`src/rtl/wmrf_pkg.sv`:
```
package wmrf_pkg;
    localparam int XLEN   = 64;
    localparam int NREGS  = 16;
    localparam int IDX_W  = $clog2(NREGS);
    localparam int HI_MAX = 4;

    typedef enum logic [2:0] {
        SZ_LO8  = 3'd0,
        SZ_HI8  = 3'd1,
        SZ_W16  = 3'd2,
        SZ_D32  = 3'd3,
        SZ_Q64  = 3'd4
    } size_e;

    typedef struct packed {
        logic             en;
        logic [IDX_W-1:0] idx;
        logic [XLEN-1:0]  val;
        logic             illegal;
    } merge_t;
endpackage

```
`src/rtl/wmrf_merge.sv`:
```
module wmrf_merge
    import wmrf_pkg::*;
#(
    parameter int W = XLEN,
    parameter int IW = IDX_W,
    parameter int HMAX = HI_MAX
) (
    input  logic          en,
    input  logic [IW-1:0] idx,
    input  logic [2:0]    size,
    input  logic [W-1:0]  data,
    input  logic [W-1:0]  old,
    output logic          do_write,
    output logic [W-1:0]  merged,
    output logic          illegal
);
    localparam int HALF = W / 2;

    always_comb begin
        merged   = old;
        do_write = 1'b0;
        illegal  = 1'b0;
        if (en) begin
            case (size)
                SZ_LO8: begin
                    merged[7:0] = data[7:0];
                    do_write    = 1'b1;
                end
                SZ_HI8: begin
                    if (int'(idx) < HMAX) begin
                        merged[15:8] = data[7:0];
                        do_write     = 1'b1;
                    end else begin
                        illegal = 1'b1;
                    end
                end
                SZ_W16: begin
                    merged[15:0] = data[15:0];
                    do_write     = 1'b1;
                end
                SZ_D32: begin
                    merged = {{(W-HALF){1'b0}}, data[HALF-1:0]};
                    do_write = 1'b1;
                end
                SZ_Q64: begin
                    merged   = data;
                    do_write = 1'b1;
                end
                default: ;
            endcase
        end
    end
endmodule

```
`src/rtl/wmrf_regs.sv`:
```
module wmrf_regs
    import wmrf_pkg::*;
#(
    parameter int W = XLEN,
    parameter int N = NREGS,
    parameter int IW = IDX_W
) (
    input  logic          clk,
    input  logic          rst_n,
    input  logic          we,
    input  logic [IW-1:0] widx,
    input  logic [W-1:0]  wval,
    input  logic [IW-1:0] ridx_a,
    output logic [W-1:0]  rval_a,
    input  logic [IW-1:0] ridx_b,
    output logic [W-1:0]  rval_b,
    input  logic [IW-1:0] ridx_m,
    output logic [W-1:0]  rval_m
);
    logic [W-1:0] regs_q [N];
    logic [W-1:0] regs_d [N];

    for (genvar g = 0; g < N; g++) begin : g_reg
        always_comb begin
            regs_d[g] = regs_q[g];
            if (we && widx == IW'(g)) begin
                regs_d[g] = wval;
            end
        end

        always_ff @(posedge clk) begin
            if (!rst_n) begin
                regs_q[g] <= '0;
            end else begin
                regs_q[g] <= regs_d[g];
            end
        end
    end

    assign rval_a = regs_q[ridx_a];
    assign rval_b = regs_q[ridx_b];
    assign rval_m = regs_q[ridx_m];
endmodule

```
`src/rtl/wmrf_top.sv`:
```
module wmrf_top
    import wmrf_pkg::*;
(
    input  logic             clk,
    input  logic             rst_n,
    input  logic             wr_en,
    input  logic [IDX_W-1:0] wr_idx,
    input  logic [2:0]       wr_size,
    input  logic [XLEN-1:0]  wr_data,
    output logic             wr_illegal,
    input  logic [IDX_W-1:0] rd_idx_a,
    output logic [XLEN-1:0]  rd_data_a,
    input  logic [IDX_W-1:0] rd_idx_b,
    output logic [XLEN-1:0]  rd_data_b
);
    merge_t       m_d;
    logic         ill_q;
    logic [XLEN-1:0] old_val;
    logic [XLEN-1:0] mval;
    logic         mwr;
    logic         mill;

    wmrf_merge u_merge (
        .en       (wr_en),
        .idx      (wr_idx),
        .size     (wr_size),
        .data     (wr_data),
        .old      (old_val),
        .do_write (mwr),
        .merged   (mval),
        .illegal  (mill)
    );

    always_comb begin
        m_d.en      = mwr;
        m_d.idx     = wr_idx;
        m_d.val     = mval;
        m_d.illegal = mill;
    end

    wmrf_regs u_regs (
        .clk    (clk),
        .rst_n  (rst_n),
        .we     (m_d.en),
        .widx   (m_d.idx),
        .wval   (m_d.val),
        .ridx_a (rd_idx_a),
        .rval_a (rd_data_a),
        .ridx_b (rd_idx_b),
        .rval_b (rd_data_b),
        .ridx_m (wr_idx),
        .rval_m (old_val)
    );

    always_ff @(posedge clk) begin
        if (!rst_n) ill_q <= 1'b0;
        else        ill_q <= m_d.illegal;
    end

    assign wr_illegal = ill_q;
endmodule

```
`config.mk`:
```
export PLATFORM = sky130hd
export DESIGN_NAME = wmrf_top
export DESIGN_NICKNAME = d
export VERILOG_FILES = /design/src/rtl/wmrf_pkg.sv /design/src/rtl/wmrf_merge.sv /design/src/rtl/wmrf_regs.sv /design/src/rtl/wmrf_top.sv
export SDC_FILE = /design/constraint.sdc
export NUM_CORES = 2
export LEC_CHECK = 0
export BUFFER_PORTS_ARGS = -buffer_cell sky130_fd_sc_hd__buf_2
export CAP_MARGIN = 20
export CORE_ASPECT_RATIO = 0.5
export CORE_MARGIN = 3
export CORE_UTILIZATION = 42
export CTS_BUF_LIST = sky130_fd_sc_hd__clkbuf_8
export DETAILED_ROUTE_END_ITERATION = 8
export GPL_TIMING_DRIVEN = 0
export MAX_ROUTING_LAYER = met4
export SLEW_MARGIN = 25
export SYNTH_ARGS = -nofsm -noshare
export SYNTH_HDL_FRONTEND = slang
export SYNTH_SLANG_ARGS = --single-unit
```
`constraint.sdc`:
```
create_clock -name clk -period 8 [get_ports clk]
set_input_delay 1.2 -clock clk [delete_from_list [all_inputs] [get_ports clk]]
set_output_delay 1.2 -clock clk [all_outputs]
set_load 0.005 [all_outputs]
```
==> impl_results.md <==
* Start of the worst register-to-register path: u_regs.regs_q[7][14]
* Clk sinks at 1025
* Via Count at 44600
* Max Fclk at 0.191 GHz
* Reg2reg setup slack at 5.58 ns
* Clk pin slew, worst setup/hold paths at 0.07 ns
* Finished Core Util at 0.490
* Met1 Use GR at 0.416
* I/O Buffers at 199
* Yosys synthesis warning count at 0
* Sequential area share after synthesis at 0.506
* Asr flop ratio synth at 0
* Power share of the clock group at 0.332
* Remaining Overflow, GRT at 0
* CP max FO at 10
* Slew Viols, Final at 0
* Switch share at 0.289
* Most common cell after layout, fill and taps aside: edfxtp_1
* RSZ-0062 raised after global routing: false
* Htree depth at 4
* CP startpoint: rd_idx_b[0]
* EDFF count, synth at 1024
* Synthesized instance count at 3810
* Fillcell total at 12100
* Fraction of layout cells with a size suffix above 1 at 0.397
* Worst r2r path cells at 5
* Syn_nets at 3892
* Skew-Pair Late Insertion Delay at 0.90 ns
* Final setup viols at 0
* Footprint of the multi-input gates at 28200 µm²
* Largest net degree at the start of global routing at 17
* Internal at 9.13 mW
* Pleak at 24.2 nW
* Die width at 544 µm
* Die height at 275 µm
* Number of global-route vias before repair at 44400
* Total I/O pin count at 211
* Max IR drop VDD at 161 µV
* Max-slew headroom at 0.219
* First-pass GRT wire length at 336000 µm
* GP Congestion at 0.892
* Area grow syn2layout at 14.4%
* CP Launch Type: input port
* Setup CP Type: input port to primary output
* Die Area at 150000 µm²
* DP Worst Slack at 2.76 ns
* Reg2reg end: u_regs.regs_q[14][14]
* Wirelength per Cell at 38.7 µm
* Syn avg cell area at 15.9 µm²
* Hpwl dp at 168000 µm
* Synth cell types at 57
* Inserted Clock Buffers at 162
* Final Hold Vio Count at 0
* WHS at 0.779 ns
* Post-route minimum period at 5.25 ns
* TritonCTS clock tree: done
* CTS Buffer Depth at 3
* Most frequent cells in the layout: edfxtp_1 (1024), mux4_2 (806), nor2_1 (782)
* Setup crit end: rd_data_b[48]
* Period utilization at 0.656
* Grt met2 use at 0.494
* Core area at 142000 µm²
* Row count at 97
* Clock root buffer: clkbuf_8
* Pwr/cell area at 185 nW/µm²
* Total track usage at 0.332
* Initial DRC Count at 7536
* Worst clock skew at 0.0377 ns
* Hold Crit Class: input port to flop
* Worst EP required at 6.80 ns
* Starting Density at 0.429
* Routed WL at 243000 µm
* Combinational share of power at 0.179
* Global routing's busiest layer: met2
* Nets at 4351
* Synth Cell Area at 60800 µm²
* Setup Buffers After CTS at 0
* Primary FF master, synth: edfxtp_1
* #FFs+latches synth at 1025
* DRC errors left at 0
* CP arrival at 4.05 ns
* Setup crit end kind: primary output
* Post-CTS sizing at 0
* Slew @ Worst Pin at 1.17 ns
* Net load switching power at 3.71 mW
* Status: finished clean
* Maxcap violations at 0
* Slack of the critical path at 2.75 ns
* Register area at 30800 µm²
* Hold buffers post-CTS at 0
* Met3 usage at 0.103
* Drt first pass iters at 6
* Via/cell ratio at 7.09
* Final ANT Viol Nets at 0
* Initial antenna violation count at 12
* Sequential fraction of design power at 0.489
-- layer usage --
| layer | up-vias | share of wire |
|---|---|---|
| met3 | 721 | 0.14 |
| met5 | - | 0 |
| met1 | 23100 | 0.35 |
| met2 | 3919 | 0.46 |
| li1 | 16800 | - |
| met4 | 0 | 0.053 |
-- per-stage QoR --
step / area (µm²) / instances / TNS (ns) / power (mW)
2_1_floorplan: 60800 / 3810 / 0 / 7.72
5_1_grt: 69500 / 6270 / 0 / 13.1
3_3_place_gp: 64100 / 5890 / -6303.28 / 8.55
3_5_place_dp: 66600 / 5984 / 0 / 8.64
4_1_cts: 69400 / 6257 / 0 / 12.8
6_report: 69500 / 6282 / 0 / 12.8
-- sequential cells by signal, indices dropped and copies added (netlist names) --
register / count
u_regs.regs_q: 1024
wr_illegal: 1
-- worst min path at each step --
stage                         start              endpoint  slack (ns)  cells after the start
3_5_place_dp   u_regs.regs_q[3][59]  u_regs.regs_q[5][59]        0.94                      3
3_3_place_gp   u_regs.regs_q[3][58]  u_regs.regs_q[1][58]        0.92                      3
6_report                 wr_data[5]   u_regs.regs_q[8][5]        0.78                      3
4_1_cts                  wr_data[5]   u_regs.regs_q[8][5]        0.70                      3
2_1_floorplan  u_regs.regs_q[2][58]  u_regs.regs_q[0][58]        0.89                      3
5_1_grt                  wr_data[5]   u_regs.regs_q[8][5]        0.78                      3
-- critical path: stages --
cell      delay (ns)
clkbuf_1        0.21
clkbuf_2        0.67
buf_2           0.60
mux4_2          0.64
mux4_2          0.53
buf_2           0.15
-- cell families (layout without fill, tap and decap cells) --
family          count (synthesis)  count (layout)  share of synthesized area
simple gates                  899             899                     0.0594
compound gates                454             454                     0.0580
flops                        1025            1025                      0.506
mux                          1036            1036                      0.344
other cells                     0              23                          0
buf+inv                       396             964                     0.0326
-- power by group through the flow --
stage | sequential (mW) | combinational [mW] | clock (mW)
floorplan | 6.37 | 1.34 | 0
global placement | 6.48 | 2.08 | 0
finish | 6.28 | 2.30 | 4.27
CTS | 6.27 | 2.26 | 4.24
global route | 6.30 | 2.36 | 4.46
detailed placement | 6.38 | 2.26 | 0
-- Yosys cell counts, types with 4 or more instances --
cell	number	area, µm²
nand2b_1	10	62.6
o22ai_2	29	363
a221oi_1	33	289
or2_2	17	106
nor2_1	782	2940
a21o_1	8	60.1
o21a_1	32	240
nor3_1	11	55.1
nor2b_1	4	25.0
inv_1	6	22.5
o21ai_1	6	30.0
buf_1	27	101
buf_4	30	225
a221oi_4	8	210
or2_1	8	50.1
mux2i_2	11	151
a21oi_2	7	61.3
clkbuf_1	184	691
edfxtp_1	1024	30700
o21ai_0	18	90.1
o221ai_2	13	195
mux2i_1	114	1140
o21ai_2	11	96.3
o22ai_1	263	1650
mux2i_4	22	495
a22o_1	7	61.3
buf_6	28	315
or3_1	5	31.3
buf_2	118	591
nand2_2	5	31.3
mux4_2	806	18200
nand2_1	40	150
mux2_2	83	935
-- layout make-up --
type                    instances  share of cell area
flip-flops and latches       1025               0.443
multi-input cells            2389               0.406
repair buffers                295              0.0478
clock buffers                 172              0.0340
well taps                    1881              0.0339
plain buffers                 390              0.0289
clock inverters               101             0.00608
diodes                         23            0.000828
inverters                       6            0.000324
No activity file was read; power rests on OpenSTA's default activity.
